<file path="src/rtl/hostfifo_port.sv">
module hostfifo_port #(
  parameter int DW    = 8,
  parameter int DEPTH = 16,
  parameter int HOLD  = 2
) (
  input  logic          clk,
  input  logic          rst_n,
  input  logic          host_rd_n,
  input  logic          host_wr_n,
  input  logic          host_flush_n,
  input  logic [DW-1:0] bus_in,
  output logic [DW-1:0] bus_out,
  output logic          bus_oe,
  output logic          avail_n,
  output logic          space_n,
  output logic          wr_overflow,
  input  logic [DW-1:0] in_data,
  input  logic          in_valid,
  output logic          in_ready,
  output logic [DW-1:0] out_data,
  output logic          out_valid,
  input  logic          out_ready,
  output logic          flush_req
);
  localparam int AW = (DEPTH > 1) ? $clog2(DEPTH) : 1;
  localparam int CW = $clog2(DEPTH + 1);
  localparam int HW = $clog2(HOLD + 1);
  localparam logic [CW-1:0] FULL = CW'(DEPTH);
  localparam logic [AW-1:0] LAST = AW'(DEPTH - 1);

  logic [2:0] rd_sh, wr_sh, fl_sh;
  logic rd_rise, wr_fall, fl_fall;

  always_ff @(posedge clk or negedge rst_n)
    if (!rst_n) begin
      rd_sh <= '1;
      wr_sh <= '1;
      fl_sh <= '1;
    end else begin
      rd_sh <= {rd_sh[1:0], host_rd_n};
      wr_sh <= {wr_sh[1:0], host_wr_n};
      fl_sh <= {fl_sh[1:0], host_flush_n};
    end

  assign rd_rise   = rd_sh[1] & ~rd_sh[2];
  assign wr_fall   = ~wr_sh[1] & wr_sh[2];
  assign fl_fall   = ~fl_sh[1] & fl_sh[2];
  assign flush_req = fl_fall;

  logic [DW-1:0] rx_mem [DEPTH];
  logic [AW-1:0] rx_rp, rx_wp;
  logic [CW-1:0] rx_cnt;
  logic [HW-1:0] hold;
  logic rx_push, rd_pop;

  assign in_ready = rx_cnt != FULL;
  assign rx_push  = in_valid & in_ready;
  assign rd_pop   = rd_rise & (rx_cnt != '0);

  always_ff @(posedge clk)
    if (rx_push) rx_mem[rx_wp] <= in_data;

  always_ff @(posedge clk or negedge rst_n)
    if (!rst_n) begin
      rx_rp  <= '0;
      rx_wp  <= '0;
      rx_cnt <= '0;
      hold   <= '0;
    end else begin
      if (rx_push) rx_wp <= (rx_wp == LAST) ? '0 : rx_wp + 1'b1;
      if (rd_pop)  rx_rp <= (rx_rp == LAST) ? '0 : rx_rp + 1'b1;
      rx_cnt <= rx_cnt + CW'(rx_push) - CW'(rd_pop);
      if (rd_rise)        hold <= HW'(HOLD);
      else if (hold != '0) hold <= hold - 1'b1;
    end

  assign bus_out = rx_mem[rx_rp];
  assign bus_oe  = rst_n & ~host_rd_n;
  assign avail_n = ~rst_n | (rx_cnt == '0) | (hold != '0);

  logic [DW-1:0] tx_mem [DEPTH];
  logic [AW-1:0] tx_rp, tx_wp;
  logic [CW-1:0] tx_cnt;
  logic tx_push, tx_pop, tx_full;

  assign tx_full   = tx_cnt == FULL;
  assign tx_push   = wr_fall & ~tx_full;
  assign out_valid = tx_cnt != '0;
  assign tx_pop    = out_valid & out_ready;
  assign out_data  = tx_mem[tx_rp];
  assign space_n   = ~rst_n | tx_full;

  always_ff @(posedge clk)
    if (tx_push) tx_mem[tx_wp] <= bus_in;

  always_ff @(posedge clk or negedge rst_n)
    if (!rst_n) begin
      tx_rp       <= '0;
      tx_wp       <= '0;
      tx_cnt      <= '0;
      wr_overflow <= 1'b0;
    end else begin
      if (tx_push) tx_wp <= (tx_wp == LAST) ? '0 : tx_wp + 1'b1;
      if (tx_pop)  tx_rp <= (tx_rp == LAST) ? '0 : tx_rp + 1'b1;
      tx_cnt <= tx_cnt + CW'(tx_push) - CW'(tx_pop);
      if (wr_fall & tx_full) wr_overflow <= 1'b1;
    end
endmodule

</file>
<file path="config.mk">
export PLATFORM = sky130hd
export DESIGN_NAME = hostfifo_port
export DESIGN_NICKNAME = d
export VERILOG_FILES = /design/src/rtl/hostfifo_port.sv
export SDC_FILE = /design/constraint.sdc
export NUM_CORES = 1
export LEC_CHECK = 0
export ABC_AREA = 1
export CAP_MARGIN = 20
export CORE_AREA = 10 10 199 154
export CTS_BUF_LIST = sky130_fd_sc_hd__clkbuf_2 sky130_fd_sc_hd__clkbuf_4 sky130_fd_sc_hd__clkbuf_8
export CTS_CLUSTER_DIAMETER = 50
export DETAILED_ROUTE_END_ITERATION = 16
export DIE_AREA = 0 0 209 164
export DONT_BUFFER_PORTS = 1
export PLACE_DENSITY = 0.68
export SKIP_LAST_GASP = 1
export SLEW_MARGIN = 0
export SYNTH_ARGS = -nofsm -noshare
export SYNTH_HDL_FRONTEND = slang
export SYNTH_SLANG_ARGS = --single-unit
export TNS_END_PERCENT = 10
</file>
<file path="constraint.sdc">
create_clock -name clk -period 5.66 [get_ports clk]
set_input_delay 0.566 -clock clk [delete_from_list [all_inputs] [get_ports clk]]
set_output_delay 0.566 -clock clk [all_outputs]
set_load 0.02 [all_outputs]
</file>
==> impl_metrics.py, run 1 <==
metrics = {
    "power": {
        "p_sw_share_pct": 38.11,
        "p_seq_share_pct": 41.1,
        "p_switching_uw": 2559,
        "pwr-share-comb_pct": 32.5,
        "p_clk_share_pct": 26.4,
        "p_leak_uw": 0.006564,
        "intPower_uw": 4155,
        "irDropWorstVdd_uv": 301.1,
        "powerDensity_nw_per_um2": 462.3,
    },
    "status": {
        "status": "complete, no violations",
    },
    "worst_setup_path": {
        "critPathTopFamily": "flip-flops",
        "cp_common_cell": "nand3_1",
        "cp_num_buf_inv": 1,
        "required_ns": 5.09,
        "cp_max_fo": 13,
        "cp_slowest_cell": "dfrtp_1",
        "critPathCaptureType": "primary output",
        "critPathKind": "flop to primary output",
        "crit_arrival_ns": 2.61,
        "path_cells": "clkinv_1 > nand3_1 > nand3_1 > nand2_1",
        "cpPeakStageDelay_ns": 0.80,
        "start_kind": "flop",
    },
    "detailed_routing": {
        "drc": 0,
        "wl_met1_um": 13770,
        "drt_wl_total_um": 29260,
        "wl_per_cell_um": 16.71,
        "route.met3.wl_um": 2500,
        "drt_iter0_drc": 915,
        "wl_met2_um": 12540,
        "drtPass1Iterations": 5,
        "highest_layer": "met4",
        "viasPerCell": 5.006,
        "vias": 8766,
        "ant_nets": 0,
    },
    "placed_design": {
        "place_area_um2": 13530,
        "dp_cells": 1659,
        "place_hpwl_um": 17970,
        "io_buffers": 0,
        "dp_slack_ns": 2.887,
        "place_congestion": 0.8734,
    },
    "floorplan": {
        "row_count": 52,
        "die_y_um": 164,
        "ioPinCount": 46,
        "dieArea_um2": 34280,
        "initial_core_util_pct": 49.57,
        "core_region_area_um2": 26680,
        "die_w_um": 209,
    },
    "yosys": {
        "synth_fp_nets": 1394,
        "ys_warn_count": 0,
        "netlist_instances": 1346,
        "synth_edf_count": 256,
        "yosys.area.top_type": "edfxtp_1",
        "syn_area_um2": 13220,
        "synthTopCellsByCount": "nand2_1 (438), inv_1 (281), edfxtp_1 (256)",
        "synth_top_area_share_pct": 58.14,
        "synth_top_flop_cell": "edfxtp_1",
        "synthTopCellsByArea": "edfxtp_1 (58%), nand2_1 (12%), inv_1 (8.0%)",
        "async_reset_ff_share_pct": 12.93,
        "syn_area_per_cell_um2": 9.824,
        "synthDistinctLibCells": 23,
        "seq_area_frac_synth_pct": 65.41,
        "ys_ff_latch": 294,
        "synthMostInstantiatedCell": "nand2_1",
    },
    "grt": {
        "grt_max_degree": 68,
        "grt_antenna_before_repair": 0,
        "grt_first_pass_wirelength_um": 46260,
        "grt_pass1_vias": 8247,
        "grt-ovfl-total": 0,
        "grt_use_total_pct": 17.03,
    },
    "worst_hold_path": {
        "hold_class": "input port to flop",
    },
    "clocking": {
        "clock-sinks": 294,
        "cts-root-buf": "clkbuf_8",
        "clockBufferDepth": 3,
        "cts_made_buffers": 47,
        "clkTransAtPathRegs_ns": 0.06,
        "cts_tree": "built",
        "worstSkewPairLatency_ns": 0.57,
        "post_cts_buffers": 0,
        "htree_levels": 2,
    },
    "timing": {
        "rsz0062_at_grt": "false",
        "max_freq_mhz": 314.7,
        "relSlewSlack_pct": 29.38,
        "fin_crit_ns": 3.178,
        "hold_viol": 0,
        "period_share_pct": 56.15,
        "worstMarginPinSlew_ns": 1.055,
        "final.setup.tns_ns": 0,
        "skew_ns": 0.01916,
        "layout_setup_ws_ns": 2.482,
        "finalSetupViolCount": 0,
        "drv_slew": 0,
    },
    "run": {
        "cap_violations": 0,
    },
    "final_layout": {
        "antenna-diode-count": 0,
        "nNetsFinal": 1411,
        "area_growth_pct": 9.822,
        "drive_above_1_share_pct": 7.286,
        "final_cell_area_um2": 14520,
        "final_cells": 1751,
    },
}
[state kept, by name, summed over array words and instances (netlist names), 4 cells and up]
signal	count
rx_cnt	5
rx_mem	128
rx_rp	4
rx_wp	4
tx_cnt	5
tx_mem	128
tx_rp	4
tx_wp	4
[stage by stage]
stage	hold WS [ns]	utilization, %	power, uW
after global routing	0.05482	54.44	7142
final	0.08647	54.44	6714
after CTS	0.05177	54.36	6730
after global placement	0.2725	50.53	4867
after detailed placement	0.2721	50.70	4945
after floorplan	0.2704	-	4363
[path summary, 6_finish.rpt]
check / endpoint / cells past startpoint / from / slack (ns)
setup / recovery: bus_out[2] / 4 / rx_rp[2] / 2.48
hold / removal: rx_mem[5][2] / 0 / in_data[2] / 0.09
setup reg to reg: tx_cnt[4] / 12 / tx_cnt[3] / 2.88
hold reg to reg: fl_sh[1] / 0 / fl_sh[0] / 0.35
max in group asynchronous: wr_sh[1] / 2 / rst_n / 4.93
min in group asynchronous: tx_rp[3] / 2 / rst_n / 0.47
[logic make-up after synthesis]
family,after synthesis,share of synthesized area (%)
simple gates,659,20.57
buf+inv,335,9.926
flops,294,65.41
fa+ha+maj,25,2.479
compound gates,21,0.8138
xor+xnor,12,0.7948
[final cells by class]
cell class              count  area, um^2
repair buffers             13       165.2
fillers                  2313       12150
flip-flops and latches    294        8652
multi-input cells         717        3261
inverters                 290        1089
clock inverters            24       150.1
clock buffers              62       765.7
well taps                 351       439.2
[layout by cell type (no fill, tap or decap), drive strengths merged]
cell type	n
a21oi	5
buf	9
bufinv	1
clkbuf	62
clkinv	27
clkinvlp	1
dfrtp	29
dfstp	9
dlygate4sd3	4
edfxtp	256
fa	2
ha	23
inv	285
nand2	438
nand3	177
nand4	6
nor2	38
o21ai	15
o21bai	1
xnor2	4
xor2	8
[power by group through the flow]
stage / clock (uW) / combinational (uW) / sequential [uW]
floorplan: 0 / 1630 / 2730
global placement: 0 / 2080 / 2790
detailed placement: 0 / 2150 / 2800
CTS: 1800 / 2180 / 2750
global route: 1900 / 2460 / 2780
finish: 1780 / 2180 / 2760
[repair_timing]
| item | 4_1_cts | 5_1_grt |
|---|---|---|
| endpoints found under the hold margin | 41 | 0 |
| hold buffers | 5 | 0 |
| resized for setup | 0 | 0 |
[layer usage]
metal / vias up / GRT usage (%)
met5: - / 0
met4: 0 / 4.927
met3: 38 / 3.663
met2: 311 / 24.46
met1: 4143 / 25.31
li1: 4274 / -
No activity file was read; power rests on OpenSTA's default activity.
==> run 2: changes to the inputs <==
Settings changed: PLACE_DENSITY 0.68 to 0.7.
Clock period 5.66 ns to 2.75 ns, I/O delays scaled along.
==> impl_metrics.py, run 2 (same netlist as run 1, synthesis figures left out) <==
metrics = {
    "status": {
        "status": "complete, no violations",
    },
    "power": {
        "finalPower_uw": 14050,
        "powerDensity_nw_per_um2": 936.6,
        "irDropWorstVdd_uv": 487.8,
        "p_leak_uw": 0.006848,
    },
    "worst_setup_path": {
        "cp_max_fo": 19,
        "cp_num_buf_inv": 2,
        "crit_arrival_ns": 2.29,
        "critPathCaptureType": "primary output",
        "critPathTopFamily": "buffers and inverters",
        "cp_common_cell": "nand3_1",
        "cp_slowest_cell": "inv_1",
        "required_ns": 2.48,
        "critPathKind": "flop to primary output",
        "path_cells": "inv_1 > buf_4 > nand3_1 > nand3_1 > nand3_1 > nand2_1",
        "cpPeakStageDelay_ns": 0.53,
        "start_kind": "flop",
    },
    "detailed_routing": {
        "viasPerCell": 4.966,
        "vias": 8954,
        "drt_wl_total_um": 29550,
        "ant_nets": 0,
        "wl_per_cell_um": 16.39,
        "drc": 0,
        "drt_iter0_drc": 870,
        "drtPass1Iterations": 5,
    },
    "timing": {
        "hold_viol": 0,
        "holdWs_ns": 0.03029,
        "skew_ns": 0.02298,
        "drv_slew": 0,
        "finalSetupViolCount": 0,
        "layout_setup_ws_ns": 0.1837,
        "max_freq_mhz": 389.7,
        "fin_crit_ns": 2.566,
        "worstMarginPinSlew_ns": 0.8595,
        "period_share_pct": 93.32,
        "rsz0062_at_grt": "true",
        "relSlewSlack_pct": 42.51,
    },
    "final_layout": {
        "n_fill_cell": 2286,
        "final_util_pct": 56.21,
        "nNetsFinal": 1464,
        "drive_above_1_share_pct": 9.848,
        "final_cell_area_um2": 15000,
        "largest_registers": "rx_mem: 128 flops, tx_mem: 128 flops",
        "area.sequential_um2": 8652,
        "multi_input_area_um2": 3261,
        "area_growth_pct": 13.41,
        "final_cell_mix": "nand2_1 (438), inv_1 (281), edfxtp_1 (256)",
        "antenna-diode-count": 0,
        "final_common_cell": "nand2_1",
    },
    "floorplan": {
        "core_region_area_um2": 26680,
        "initial_core_util_pct": 49.57,
        "die_y_um": 164,
        "row_count": 52,
        "die_w_um": 209,
        "ioPinCount": 46,
        "dieArea_um2": 34280,
    },
    "clocking": {
        "clockBufferDepth": 3,
        "post_cts_buffers": 0,
        "cts_made_buffers": 47,
        "clock-sinks": 294,
        "htree_levels": 2,
        "cts_tree": "built",
        "clkTransAtPathRegs_ns": 0.06,
        "worstSkewPairLatency_ns": 0.56,
        "cts-root-buf": "clkbuf_8",
    },
    "grt": {
        "grt_pass1_vias": 8636,
        "grt_first_pass_wirelength_um": 47370,
        "grt_max_degree": 68,
        "grt-ovfl-total": 0,
        "grt_antenna_before_repair": 0,
        "grt_use_total_pct": 17.25,
    },
    "placed_design": {
        "io_buffers": 0,
        "place_hpwl_um": 18310,
        "dp_slack_ns": 0.2207,
        "place_congestion": 0.8345,
        "place_area_um2": 13780,
    },
    "worst_hold_path": {
        "hold_class": "input port to flop",
    },
    "run": {
        "cap_violations": 0,
    },
}
[run 2: changes by cell type in the layout (fill, tap and decap cells not counted), sizes merged]
cell,change
buf,+36
dlygate4sd3,+17
clkbuf,+16
clkinv,-14
bufinv,-1
clkinvlp,-1
inv,-1
[run 2: timing repair]
item | CTS | global route
endpoints found under the hold margin | 299 | 0
endpoints found under the setup margin | 0 | 2
gates resized for setup | 0 | 1
hold buffers | 22 | 0
[run 2: path summary, 6_finish.rpt]
check                          start          end  slack (ns)  cells after the start
min in group asynchronous      rst_n     tx_rp[3]        0.19                      2
max                         tx_rp[1]  out_data[5]        0.18                      6
max reg2reg                rx_cnt[3]    rx_cnt[4]        0.24                     13
max in group asynchronous      rst_n     rd_sh[2]        2.29                      2
min                         in_valid     rx_wp[3]        0.03                      2
min reg2reg                 rd_sh[0]     rd_sh[1]        0.36                      0
[run 2: worst reg2reg max path: cells and delay by family (launching register included)]
family / cells / cell delay (ns)
fa+ha+maj: 4 / 1.03
compound gates: 2 / 0.28
buf+inv: 4 / 0.31
simple gates: 2 / 0.25
xor+xnor: 1 / 0.14
flops: 1 / 0.38
[run 2: stage by stage]
stage / std cells / TNS (ns)
after CTS: 1803 / 0
after global routing: 1803 / -0.008344
final: 1803 / 0
after detailed placement: 1696 / 0
after floorplan: 1346 / 0
after global placement: 1696 / 0
[run 2: final cells by class]
type	count	share of cell area [%]
Sequential cell	294	57.70
Tap cell	351	2.929
Inverter	290	7.259
Multi-Input combinational cell	717	21.74
Timing Repair Buffer	66	3.846
Clock inverter	7	0.2003
Clock buffer	78	6.325
[run 2: power by group]
group / internal, uW / switching (uW)
Clock: 2160 / 1630
Sequential: 5340 / 288
Combinational: 1360 / 3260
[run 2: metal layers]
layer | vias to the layer above | track usage [%] | share of wire, %
li1 | 4373 | - | -
met1 | 4222 | 25.16 | 47
met2 | 322 | 25.63 | 44
met3 | 37 | 3.340 | 8.3
met4 | 0 | 5.024 | 1.4
met5 | - | 0 | 0
